<file path="config.mk">
export PLATFORM = sky130hd
export DESIGN_NAME = sgpio_engine
export DESIGN_NICKNAME = d
export VERILOG_FILES = /design/src/rtl/sgp_pkg.sv /design/src/rtl/sgp_regs.sv /design/src/rtl/sgp_clkgen.sv /design/src/rtl/sgp_frame.sv /design/src/rtl/sgpio_engine.sv
export SDC_FILE = /design/constraint.sdc
export NUM_CORES = 1
export LEC_CHECK = 0
export BUFFER_PORTS_ARGS = -buffer_cell sky130_fd_sc_hd__clkbuf_2
export CORE_UTILIZATION = 41
export DETAILED_ROUTE_END_ITERATION = 10
export PLACE_DENSITY = 0.54
export SLEW_MARGIN = 20
export SYNTH_ARGS = -nofsm -noshare
export SYNTH_HDL_FRONTEND = slang
export SYNTH_SLANG_ARGS = --single-unit
</file>
<file path="constraint.sdc">
create_clock -name clk_i -period 8.6 [get_ports clk_i]
set_input_delay 1.29 -clock clk_i [delete_from_list [all_inputs] [get_ports clk_i]]
set_output_delay 1.29 -clock clk_i [all_outputs]
set_load 0.03 [all_outputs]
</file>
<file path="src/rtl/sgp_pkg.sv">
package sgp_pkg;
  localparam int unsigned REG_W    = 32;
  localparam int unsigned EN_BIT   = 0;
  localparam int unsigned PINS_LSB = 6;
  localparam int unsigned PINS_W   = 4;
  localparam int unsigned DIV_LSB  = 16;
  localparam int unsigned DIV_W    = 16;

  typedef struct packed {
    logic [DIV_W-1:0]  div;
    logic [PINS_W-1:0] groups;
    logic              en;
  } ctrl_t;
endpackage

</file>
<file path="src/rtl/sgp_regs.sv">
module sgp_regs
  import sgp_pkg::*;
#(
  parameter int unsigned MAX_SLOTS = 80,
  parameter int unsigned NBANK     = 3,
  parameter int unsigned ADDR_W    = 3,
  parameter int unsigned SLOT_W    = 7
) (
  input  logic                 clk_i,
  input  logic                 rst_ni,
  input  logic                 we_i,
  input  logic [ADDR_W-1:0]    addr_i,
  input  logic [REG_W-1:0]     wdata_i,
  output logic [REG_W-1:0]     rdata_o,
  output ctrl_t                ctrl_o,
  output logic [SLOT_W-1:0]    n_slots_o,
  output logic [MAX_SLOTS-1:0] latch_o,
  input  logic [MAX_SLOTS-1:0] value_i
);
  localparam int unsigned MAX_GROUPS = MAX_SLOTS / 8;
  localparam int unsigned VAL_BASE   = 1;
  localparam int unsigned RB_BASE    = 1 + NBANK;
  localparam int unsigned PAD_W      = NBANK * REG_W;

  ctrl_t                ctrl_q;
  logic [MAX_SLOTS-1:0] latch_q;
  logic [PINS_W-1:0]    wgroups;
  logic [PAD_W-1:0]     msk_pad, val_pad, lat_pad;

  assign wgroups   = wdata_i[PINS_LSB +: PINS_W];
  assign n_slots_o = SLOT_W'({ctrl_q.groups, 3'b000});
  assign ctrl_o    = ctrl_q;
  assign latch_o   = latch_q;

  always_ff @(posedge clk_i or negedge rst_ni) begin
    if (!rst_ni) begin
      ctrl_q  <= '0;
      latch_q <= '0;
    end else if (we_i) begin
      if (addr_i == '0) begin
        ctrl_q.en     <= wdata_i[EN_BIT];
        ctrl_q.div    <= wdata_i[DIV_LSB +: DIV_W];
        ctrl_q.groups <= (wgroups > PINS_W'(MAX_GROUPS)) ? PINS_W'(MAX_GROUPS) : wgroups;
      end
      for (int i = 0; i < MAX_SLOTS; i++) begin
        if (addr_i == ADDR_W'(VAL_BASE + i / REG_W)) latch_q[i] <= wdata_i[i % REG_W];
      end
    end
  end

  // bank-padded views; slots beyond the frame or the array read zero
  for (genvar i = 0; i < PAD_W; i++) begin : g_pad
    if (i < MAX_SLOTS) begin : g_live
      assign msk_pad[i] = (32'(n_slots_o) > i);
      assign val_pad[i] = value_i[i];
      assign lat_pad[i] = latch_q[i];
    end else begin : g_dead
      assign msk_pad[i] = 1'b0;
      assign val_pad[i] = 1'b0;
      assign lat_pad[i] = 1'b0;
    end
  end

  always_comb begin
    rdata_o = '0;
    if (addr_i == '0) begin
      rdata_o[EN_BIT]                = ctrl_q.en;
      rdata_o[PINS_LSB +: PINS_W]    = ctrl_q.groups;
      rdata_o[DIV_LSB +: DIV_W]      = ctrl_q.div;
    end
    for (int b = 0; b < NBANK; b++) begin
      if (addr_i == ADDR_W'(VAL_BASE + b))
        rdata_o = val_pad[b*REG_W +: REG_W] & msk_pad[b*REG_W +: REG_W];
      if (addr_i == ADDR_W'(RB_BASE + b))
        rdata_o = lat_pad[b*REG_W +: REG_W] & msk_pad[b*REG_W +: REG_W];
    end
  end

  p_groups_cap_r2: assert property (@(posedge clk_i) disable iff (!rst_ni)
    ctrl_q.groups <= PINS_W'(MAX_GROUPS));

  p_rb_ignored_r11: assert property (@(posedge clk_i) disable iff (!rst_ni)
    (we_i && addr_i >= ADDR_W'(RB_BASE)) |=> $stable(latch_q));
endmodule

</file>
<file path="src/rtl/sgp_clkgen.sv">
module sgp_clkgen
  import sgp_pkg::*;
(
  input  logic             clk_i,
  input  logic             rst_ni,
  input  logic             en_i,
  input  logic [DIV_W-1:0] div_i,
  output logic             sclk_o,
  output logic             fall_o,
  output logic             rise_o
);
  logic [DIV_W-1:0] hcnt_q;
  logic             sclk_q;
  logic             hit;

  assign hit    = (hcnt_q >= div_i);
  assign fall_o = en_i & hit & sclk_q;
  assign rise_o = en_i & hit & ~sclk_q;
  assign sclk_o = sclk_q;

  always_ff @(posedge clk_i or negedge rst_ni) begin
    if (!rst_ni) begin
      hcnt_q <= '0;
      sclk_q <= 1'b1;
    end else if (!en_i) begin
      hcnt_q <= '0;
      sclk_q <= 1'b1;
    end else if (hit) begin
      hcnt_q <= '0;
      sclk_q <= ~sclk_q;
    end else begin
      hcnt_q <= hcnt_q + 1'b1;
    end
  end

  p_idle_high_r3: assert property (@(posedge clk_i) disable iff (!rst_ni)
    !en_i |=> sclk_q);

  p_half_hold_r4: assert property (@(posedge clk_i) disable iff (!rst_ni)
    (en_i && !fall_o && !rise_o) |=> $stable(sclk_q));
endmodule

</file>
<file path="src/rtl/sgp_frame.sv">
module sgp_frame #(
  parameter int unsigned MAX_SLOTS = 80,
  parameter int unsigned SLOT_W    = 7
) (
  input  logic                 clk_i,
  input  logic                 rst_ni,
  input  logic                 en_i,
  input  logic [SLOT_W-1:0]    n_i,
  input  logic                 fall_i,
  input  logic                 rise_i,
  input  logic                 sdi_i,
  input  logic [MAX_SLOTS-1:0] latch_i,
  output logic [MAX_SLOTS-1:0] value_o,
  output logic                 load_o,
  output logic                 sdo_o
);
  logic [SLOT_W-1:0]    per_q;     // 0 = load period, 1..N = bit periods
  logic [SLOT_W-1:0]    idx;
  logic [MAX_SLOTS-1:0] cap_q, cap_nxt, value_q;
  logic                 sdo_q;
  logic                 in_bits, last;

  assign idx     = n_i - per_q;
  assign in_bits = (per_q != '0) && (idx < SLOT_W'(MAX_SLOTS));
  assign last    = (per_q >= n_i);
  assign load_o  = en_i && (per_q == '0);
  assign sdo_o   = sdo_q;
  assign value_o = value_q;

  always_comb begin
    cap_nxt = cap_q;
    if (rise_i && in_bits) cap_nxt[idx] = sdi_i;
  end

  always_ff @(posedge clk_i or negedge rst_ni) begin
    if (!rst_ni) begin
      per_q   <= '0;
      sdo_q   <= 1'b0;
      cap_q   <= '0;
      value_q <= '0;
    end else if (!en_i) begin
      per_q <= '0;
      sdo_q <= 1'b0;
    end else begin
      cap_q <= cap_nxt;
      if (fall_i && in_bits) sdo_q <= latch_i[idx];
      if (rise_i) begin
        per_q <= last ? '0 : per_q + 1'b1;
        if (last) value_q <= cap_nxt;
      end
    end
  end

  p_per_bound_r5: assert property (@(posedge clk_i) disable iff (!rst_ni)
    per_q <= SLOT_W'(MAX_SLOTS));

  p_sdo_hold_r6: assert property (@(posedge clk_i) disable iff (!rst_ni)
    (en_i && !fall_i) |=> $stable(sdo_q));

  p_value_frame_r8: assert property (@(posedge clk_i) disable iff (!rst_ni)
    !(rise_i && last) |=> $stable(value_q));
endmodule

</file>
<file path="src/rtl/sgpio_engine.sv">
module sgpio_engine
  import sgp_pkg::*;
#(
  parameter int unsigned MAX_SLOTS = 80,
  localparam int unsigned NBANK    = (MAX_SLOTS + REG_W - 1) / REG_W,
  localparam int unsigned ADDR_W   = $clog2(2 * NBANK + 1),
  localparam int unsigned SLOT_W   = $clog2(MAX_SLOTS + 1)
) (
  input  logic              clk_i,
  input  logic              rst_ni,
  input  logic              reg_we_i,
  input  logic [ADDR_W-1:0] reg_addr_i,
  input  logic [REG_W-1:0]  reg_wdata_i,
  output logic [REG_W-1:0]  reg_rdata_o,
  output logic              sclk_o,
  output logic              sload_o,
  output logic              sdo_o,
  input  logic              sdi_i
);
  ctrl_t                ctrl;
  logic [SLOT_W-1:0]    n_slots;
  logic [MAX_SLOTS-1:0] latch, value;
  logic                 fall, rise;

  sgp_regs #(
    .MAX_SLOTS(MAX_SLOTS), .NBANK(NBANK), .ADDR_W(ADDR_W), .SLOT_W(SLOT_W)
  ) u_regs (
    .clk_i, .rst_ni,
    .we_i      (reg_we_i),
    .addr_i    (reg_addr_i),
    .wdata_i   (reg_wdata_i),
    .rdata_o   (reg_rdata_o),
    .ctrl_o    (ctrl),
    .n_slots_o (n_slots),
    .latch_o   (latch),
    .value_i   (value)
  );

  sgp_clkgen u_clkgen (
    .clk_i, .rst_ni,
    .en_i   (ctrl.en),
    .div_i  (ctrl.div),
    .sclk_o (sclk_o),
    .fall_o (fall),
    .rise_o (rise)
  );

  sgp_frame #(.MAX_SLOTS(MAX_SLOTS), .SLOT_W(SLOT_W)) u_frame (
    .clk_i, .rst_ni,
    .en_i    (ctrl.en),
    .n_i     (n_slots),
    .fall_i  (fall),
    .rise_i  (rise),
    .sdi_i   (sdi_i),
    .latch_i (latch),
    .value_o (value),
    .load_o  (sload_o),
    .sdo_o   (sdo_o)
  );
endmodule

</file>
# [Word-level counts from Yosys, hierarchy flattened]
# Cells that the tools add are included.
[op_classes] n_addsub=3 n_mul=0 n_div=0 order_cmp=86 n_eq_ne=9 n_shift=0 mux=25 bitwise=10 n_reduce_logical=13
[ops] cell="$gt A7 B6 Y1 const B" count=32
[ops] cell="$mux W32" count=6
[ops] cell="$and A32 B32 Y32" count=4
[ops] cell="$gt A7 B5 Y1 const B" count=16
[ops] cell="$gt A7 B7 Y1 const B" count=16
[ops] cell="$bwmux W80" count=1
[ops] cell="$mux W80" count=1
[ops] cell="$gt A7 B4 Y1 const B" count=8
[ops] cell="$mux W16" count=3
[ops] cell="$and A16 B16 Y16" count=2
[ops] cell="$gt A7 B3 Y1 const B" count=4
[ops] cell="$mux W7" count=3
[ops] cell="$add A16 B1 Y16 const B" count=1
[ops] cell="$ge A16 B16 Y1" count=1
[ops] cell="$gt A7 B1 Y1 const B" count=2
[ops] cell="$gt A7 B2 Y1 const B" count=2
[ops] cell="$eq A3 B3 Y1 const B" count=3
[ops] cell="$lt A7 B8 Y1 const B" count=1
[ops] cell="$mux W4" count=2
[ops] cell="$reduce_and A2 Y1" count=4
[ops] cell="$add A7 B1 Y7 const B" count=1
[ops] cell="$bmux W1 S7" count=1
[ops] cell="$demux W1 S7" count=1
[ops] cell="$ge A7 B1 Y1 const B" count=1
[ops] cell="other kinds (15)" count=30
[totals] ff_bits=286 latchBits=0 ramBits=0 mem_bits_ro=0 input_bits=39 out_inout_bits=35 elab_cells=158 mem_count=0

# [Longest topological paths before layout]
# Gate-level depths: netlist (run 1).
[depth] word_depth=8 depth_mapped=12 mapped_depth_nobuf=9

# [Hierarchy]
# Synthesis (run 1) repeated with hierarchy kept, for this count alone.
[hier_totals] hier_cells=1628 hier_area_um2=16179.3
[modules_own_cells] module="sgp_frame" n_inst=1 cells_per_inst=1006 area_per_inst_um2=9464.1 seq_area_each_um2=4204.0
[modules_own_cells] module="sgp_regs" n_inst=1 cells_per_inst=490 area_per_inst_um2=5505.3 seq_area_each_um2=2527.4
[modules_own_cells] module="sgp_clkgen" n_inst=1 cells_per_inst=132 area_per_inst_um2=1209.9 seq_area_each_um2=426.7

# [Worst setup path before layout (run 1)]
# OpenSTA, ideal clock, no wires.
[synth_path] kind="input to output" startpoint="input reg_addr_i[0]" endpoint="output reg_rdata_o[16]" arrival_ps=3273 required_time_ps=7310 setup_slack_ps=4037 path_stages=6 n_path_buf=1 cell_sequence="clkbuf_1 > or3b_2 > nor2_1 > a22o_1 > a21oi_1 > nor3_1"
[synth_between] elab_chain_len=8 word_cells_on_any_way=14 cone_classes="6 x eq/ne; 7 x mux; 1 x reduce/logical"
[synth_lines] element="start: declaration" line_no="sgpio_engine.sv:12" rtl="input logic [ADDR_W-1:0] reg_addr_i,"
[synth_lines] element="$logic_not A3 Y1" line_no="sgp_regs.sv:66" rtl="if (addr_i == '0) begin"
[synth_lines] element="$mux W16" line_no="sgp_regs.sv:66"
[synth_lines] element="$mux W32" line_no="sgp_regs.sv:72" rtl="if (addr_i == ADDR_W'(VAL_BASE + b))"
[synth_lines] element="$mux W32" line_no="sgp_regs.sv:74" rtl="if (addr_i == ADDR_W'(RB_BASE + b))"
[synth_lines] element="$mux W32" line_no="sgp_regs.sv:72"
[synth_lines] element="$mux W32" line_no="sgp_regs.sv:74"
[synth_lines] element="$mux W32" line_no="sgp_regs.sv:72"
[synth_lines] element="$mux W32 (*)" line_no="sgp_regs.sv:74"
[synth_lines] element="end: declaration" line_no="sgpio_engine.sv:14" rtl="output logic [REG_W-1:0] reg_rdata_o,"
# Every way passes the cells marked *; elsewhere a longest branch is shown, timed or not.

# [Worst setup path in the final report (run 1)]
[layout_path] startpoint="input reg_addr_i[1]" endpoint="output reg_rdata_o[31]"
# Same word-level chain as after synthesis.

==> key figures, run 1 <==
Worst setup path
  – Cell count of the worst reg-to-reg path: 9
  – CP Launch Type: primary input
  – Worst reg2reg path endpoint: u_frame.value_o[37]$_DFFE_PN0P_
  – Crit path max fanout: 23
  – FF-to-FF setup slack: 4.21 ns
  – Worst reg2reg path startpoint: u_frame.per_q[0]$_DFFE_PN0P_
  – WP data arrival: 3.91 ns
  – CP Capture Type: output port
  – Required time worst endpoint: 7.31 ns
  – Critical path class: primary input to output port

Global routing
  – Global-route wire length before repair: 75900 um
  – Initial antenna violation count: 1
  – Vias in the first global route: 11700
  – Pin count of the biggest net entering global routing: 99
  – Grt total ovfl: 0
  – Aggregate global-route resource usage: 27.7%

STA
  – Fin. max-slew vios: 0
  – Setup violators final: 0
  – RSZ-0062 raised after global routing: no
  – Tmin final: 5.20 ns
  – F_max: 192 MHz
  – Period utilization: 60.5%
  – Hold slack: 0.477 ns
  – Final hold viol count: 0
  – Worst-Margin Slew: 1.14 ns
  – Final Skew: 0.0181 ns
  – TNS Setup: 0 ns
  – Slew margin rel.: 24.1%

Logic synthesis
  – Flops & latches, synth: 286
  – Cell with the most instances after synthesis: dfrtp_1
  – Syn. warnings: 0
  – Leading area contributor after synthesis: dfrtp_1
  – Synth Cell Area: 14900 um2
  – Top cell type's share of synthesized area: 47.8%
  – Syn nets: 1483
  – Post-Synthesis Mean Instance Area: 10.5 um2
  – Cells after Synth: 1421
  – Post-synth ARST share: 100%
  – Top post-synthesis cells by area: dfrtp_1 48%, mux2_2 13%, nor2_1 2.8%, nand2_1 2.3%, a21oi_1 2.1%
  – Sequential area share after synthesis: 48.0%
  – Most frequently used flop master after synthesis: dfrtp_1
  – Post-synth EDFFs: 0
  – Synth cell count leaders: 285 x dfrtp_1, 178 x mux2_2, 112 x nor2_1
  – Synth cell types: 77

Worst hold path
  – Worst Hold Depth: 2
  – Worst Hold Class: flip-flop to flip-flop
  – Worst Hold Launch: u_frame.cap_q[49]$_DFFE_PN0P_
  – Hold Path Sink: u_frame.cap_q[49]$_DFFE_PN0P_

Layout
  – Layout area overhead: 12.8%
  – Share of layout cells above drive strength 1: 24.8%
  – Fill cell count: 3397
  – Final net count: 1511
  – Post-layout util: 47.2%

Flow run
  – Max-Cap Viols: 0

Route
  – DRC viols: 8
  – Post-Route WL: 50600 um
  – DRT Pass-1 Iters: 8
  – Via Count: 12000
  – DR WL/cell: 26.2 um
  – Initial DRC count: 1055
  – Via-to-Cell Ratio: 6.21
  – Detail Route Antenna Nets: 0

Die
  – Die Ht: 193 um
  – Num ports: 74
  – Initial Util: 41.8%
  – Die X: 193 um
  – Die area: 37100 um2
  – Cell Rows: 69
  – Core area: 35700 um2

Placement
  – Placer Congestion: 0.889
  – Buffers added on ports: 73
  – DP HPWL: 34800 um

Clock tree
  – CTS H-tree lvls: 2
  – CTS Buf Count: 35
  – Clk root buf: clkbuf_16
  – Clock sinks: 286
  – CTS Hold Buffers Added: 0
  – CTS resizes: 0
  – # Post-CTS Setup Buffers: 0
  – Clk buf depth: 3
  – Clk slew on worst S/H paths: 0.06 ns
  – Latest clock arrival within the worst-skew pair: 0.54 ns
  – CTS tree: built

Power
  – Pleak: 6.79 nW
  – P per Cell Area: 229 nW/um2
  – Post-layout total power: 0.00384 W
  – Peak supply drop: 0.134 mV

Status
  – Failing checks: design-rule violations
  – Status: finished with violations
==> per-layer routing <==
metal  share of wire [%]  up-vias  GRT usage (%)
li1                    -     5365              -
met1                  43     6092           37.5
met2                  47      435           43.6
met3                 6.0      119           4.11
met4                 4.6        0           12.9
met5                   0        -              0
==> flip-flops by register name, summed over array words and instances (netlist names) <==
signal           cells
u_frame.cap_q       80
u_frame.value_o     80
u_regs.latch_o      80
u_regs.ctrl_o       21
u_clkgen.hcnt_q     16
u_frame.per_q        7
u_clkgen.sclk_o      1
u_frame.sdo_o        1
==> stage by stage <==
| step | area (um2) | setup slack, ns | instances |
|---|---|---|---|
| after floorplan | 14900 | 4.04 | 1421 |
| after global placement | 15600 | 3.53 | 1873 |
| after detailed placement | 15600 | 3.50 | 1873 |
| after CTS | 16800 | 3.49 | 1934 |
| after global routing | 16800 | 3.24 | 1935 |
| final | 16800 | 3.40 | 1935 |
==> critical path, stage by stage <==
cell	delay, ns
clkbuf_2	0.18
nor2_1	0.07
buf_4	0.22
and2_1	0.37
nor2_1	0.92
a21oi_1	0.15
nor3_1	0.42
clkbuf_2	0.29
==> cells in the final DEF (no fill, tap or decap), types with 9 or more instances in the layout <==
master	instances
nor3_1	43
or3_1	17
inv_1	29
mux2i_1	12
nand2_1	91
dfrtp_1	285
o211ai_1	10
ha_1	23
a22o_1	25
o41ai_1	12
mux2_2	178
a22oi_1	24
a221o_1	22
and2_1	9
nor4_1	11
o221ai_1	12
clkbuf_2	72
clkbuf_16	35
nor2_1	112
buf_4	23
o21ai_0	52
a21oi_1	63
nand4_1	47
a31oi_1	35
nand4b_1	10
nand3_1	53
==> power breakdown <==
part | switching, W | leakage [nW] | internal, W | total, W
registers | 0.000137 | 3.34 | 0.00146 | 0.00160
logic | 0.000493 | 2.89 | 0.000242 | 0.000735
clock network | 0.000614 | 0.556 | 0.000894 | 0.00151
==> how the worst max path moves through the flow <==
stage | from | to | slack, ns | cells after the start
2_1_floorplan | reg_addr_i[0] | reg_rdata_o[16] | 4.04 | 6
3_3_place_gp | reg_addr_i[1] | reg_rdata_o[31] | 3.53 | 8
3_5_place_dp | reg_addr_i[0] | reg_rdata_o[31] | 3.50 | 8
4_1_cts | reg_addr_i[1] | reg_rdata_o[31] | 3.49 | 8
5_1_grt | reg_addr_i[1] | reg_rdata_o[31] | 3.24 | 9
6_report | reg_addr_i[1] | reg_rdata_o[31] | 3.40 | 8
==> logic make-up after synthesis <==
kind of cell,after synthesis,synth area share [%]
AND/OR/NAND/NOR,445,15.2
AO/OA/AOI/OAI,315,14.8
flip-flops,286,48.0
multiplexers,195,14.8
buffers and inverters,136,3.79
adder cells (fa/ha/maj),23,1.93
XOR/XNOR,21,1.44
==> layout make-up <==
| class | count | area (um2) | share of cell area [%] |
|---|---|---|---|
| tap | 461 | 577 | 3.43 |
| multi-input combinational | 999 | 7250 | 43.1 |
| clock buffer | 43 | 926 | 5.51 |
| sequential | 286 | 7160 | 42.6 |
| clock inverter | 18 | 224 | 1.33 |
| antenna | 1 | 2.50 | 0.0149 |
| inverter | 30 | 113 | 0.670 |
| timing repair buffer | 97 | 559 | 3.33 |
No activity file was read; power rests on OpenSTA's default activity.
==> run 2, diff against run 1 <==
clock period = 5.45 ns   (was 8.6 ns; I/O delays follow)
==> run 2 against run 1 <==
  * The flow still finishes with violations (design-rule violations)
  * Critical endpoint is now reg_rdata_o[29]
  * Sequential cell count is the same
  * Critical path type unchanged
  * Global-route usage shrank 0.65 points
  * Clock-buffer cell count is 3 higher
  * Hold slack got worse by 0.17 ns
==> key figures, run 2 (synthesized netlist as in run 1, its figures left out) <==
Status
  – Status: finished with violations
  – Failing checks: design-rule violations

Die
  – Die X: 193 um (unchanged)
  – Num ports: 74 (unchanged)
  – Die Ht: 193 um (unchanged)
  – Cell Rows: 69 (unchanged)
  – Core area: 35700 um2 (unchanged)
  – Die area: 37100 um2 (unchanged)
  – Initial Util: 41.8% (unchanged)

Power
  – Power share of the clock group: 38.3% (-0.9 points)
  – Pint: 0.00408 W (+57%)
  – P per Cell Area: 355 nW/um2 (+55%)
  – Pleak: 6.77 nW (-0.16%)
  – Post-layout total power: 0.00596 W (+55%)
  – Seq pwr share: 42.3% (+0.6 points)
  – Peak supply drop: 0.260 mV (+94%)
  – Net switching power figure: 0.00188 W (+51%)
  – Sw Share: 31.6% (-0.75 points)
  – Logic pwr share: 19.4% (+0.3 points)

Global routing
  – Vias in the first global route: 11700 (+0.41%)
  – Global-route wire length before repair: 74800 um (-1.5%)
  – Pin count of the biggest net entering global routing: 124 (+25%)
  – Grt total ovfl: 0 (unchanged)
  – Aggregate global-route resource usage: 27.1% (-0.65 points)
  – Initial antenna violation count: 0 (-1)

Clock tree
  – CTS H-tree lvls: 1 (-1)
  – Clk buf depth: 3 (unchanged)
  – CTS Hold Buffers Added: 0 (unchanged)
  – # Post-CTS Setup Buffers: 0 (unchanged)
  – Clk slew on worst S/H paths: 0.07 ns (about the same)
  – Latest clock arrival within the worst-skew pair: 0.59 ns (+0.05 ns)
  – CTS tree: built
  – Clock sinks: 286 (unchanged)
  – Clk root buf: clkbuf_16
  – CTS resizes: 0 (unchanged)
  – CTS Buf Count: 31 (-11%)

Route
  – Detail Route Antenna Nets: 0 (unchanged)
  – Initial DRC count: 1198 (+14%)
  – DRC viols: 8 (unchanged)
  – DRT Pass-1 Iters: 8 (unchanged)
  – Via-to-Cell Ratio: 6.25 (+0.62%)
  – DR WL/cell: 25.7 um (-1.9%)
  – Post-Route WL: 49600 um (-2.1%)
  – Via Count: 12100 (+0.41%)

STA
  – Fin. max-slew vios: 0 (unchanged)
  – TNS Setup: 0 ns (unchanged)
  – F_max: 235 MHz
  – Final Skew: 0.0193 ns (+0.00120 ns)
  – Worst-Margin Slew: 0.978 ns (-0.160 ns)
  – Period utilization: 78.1%
  – Slew margin rel.: 34.5% (+10 points)
  – Tmin final: 4.26 ns
  – Final hold viol count: 0 (unchanged)
  – Setup violators final: 0 (unchanged)
  – RSZ-0062 raised after global routing: no

Layout
  – Share of layout cells above drive strength 1: 24.9% (+0.051 points)
  – Multi-input logic area: 7250 um2 (about the same)
  – N_diodes: 0 (-1)
  – Most frequent cells in the layout: 285 x dfrtp_1, 178 x mux2_2, 111 x nor2_1
  – Fill cell count: 3343 (-1.6%)
  – Final net count: 1509 (-0.13%)
  – Layout area overhead: 12.6%
  – Most common cell after layout, fill and taps aside: dfrtp_1
  – FF+latch area: 7160 um2 (unchanged)

Worst setup path
  – CP Capture Type: output port
  – CP Launch Type: primary input
  – Required time worst endpoint: 4.63 ns (-2.68 ns)
  – Crit path max fanout: 23 (unchanged)
  – WP data arrival: 3.44 ns (-0.47 ns)
  – Critical path class: primary input to output port

Placement
  – Placer Congestion: 0.915 (+2.9%)
  – Buffers added on ports: 73 (unchanged)
  – DP HPWL: 34800 um (-0.14%)

Flow run
  – Max-Cap Viols: 0 (unchanged)

Worst hold path
  – Worst Hold Class: primary input to async pin
==> run 2: cell count changes in the layout (fill, tap and decap cells not counted), moves of 3 or more <==
| cell | before | now |
|---|---|---|
| clkbuf_16 | 35 | 31 |
| clkbuf_8 | 2 | 11 |
| clkinv_4 | 3 | 0 |
| inv_6 | 4 | 1 |
==> run 2: through the flow <==
step / hold slack (ns) / worst slack [ns] / instance area (um2) / cells / utilization [%]
floorplan: 0.445 / 1.83 / 14900 / 1421 / -
global placement: 0.462 / 1.32 / 15700 / 1874 / 44.0
detailed placement: 0.478 / 1.27 / 15700 / 1875 / 44.0
CTS: 0.325 / 1.27 / 16800 / 1931 / 47.1
global route: 0.373 / 1.07 / 16800 / 1931 / 47.1
finish: 0.304 / 1.19 / 16800 / 1931 / 47.1
==> run 2: final cells by class <==
cell class              count  area share (%)
multi-input cells         999            43.2
flip-flops and latches    286            42.6
clock buffers              46            5.61
repair buffers             99            3.55
well taps                 461            3.43
clock inverters            10           0.961
inverters                  30           0.670
==> run 2: final timing paths <==
check	start	end	slack [ns]	depth (start not counted)
min	rst_ni	u_frame.value_o[0]$_DFFE_PN0P_	0.30	1
min reg2reg	u_frame.cap_q[60]$_DFFE_PN0P_	u_frame.cap_q[60]$_DFFE_PN0P_	0.49	1
max reg2reg	u_frame.per_q[0]$_DFFE_PN0P_	u_frame.value_o[66]$_DFFE_PN0P_	1.56	9
max in group asynchronous	rst_ni	u_regs.latch_o[73]$_DFFE_PN0P_	3.86	2
max	reg_addr_i[1]	reg_rdata_o[29]	1.19	9
min in group clk_i	reg_wdata_i[23]	u_regs.ctrl_o[12]$_DFFE_PN0P_	0.47	3
==> run 2: power by group through the flow <==
stage	registers (W)	logic (W)	clock network (W)
floorplan	0.00244	0.000795	0
global placement	0.00256	0.00113	0
detailed placement	0.00256	0.00115	0
CTS	0.00252	0.00115	0.00232
global route	0.00254	0.00125	0.00240
finish	0.00252	0.00116	0.00228
==> run 2: worst max-delay path, cell delays in order <==
cell and delay (ns):
clkbuf_2 0.16, nor2_1 0.13, buf_4 0.31, nand2_1 0.43
nor2_1 0.65, a221o_1 0.25, a21oi_1 0.05, nor3_1 0.35
clkbuf_2 0.28
==> run 2: routing by layer <==
metal	wire length, um	share of wire, %	track usage [%]	vias up
met5	0	0	0	-
met4	1980	4.0	10.1	0
met3	2780	5.6	3.33	83
met2	23200	47	43.1	469
met1	21600	44	37.5	6158
li1	-	-	-	5350
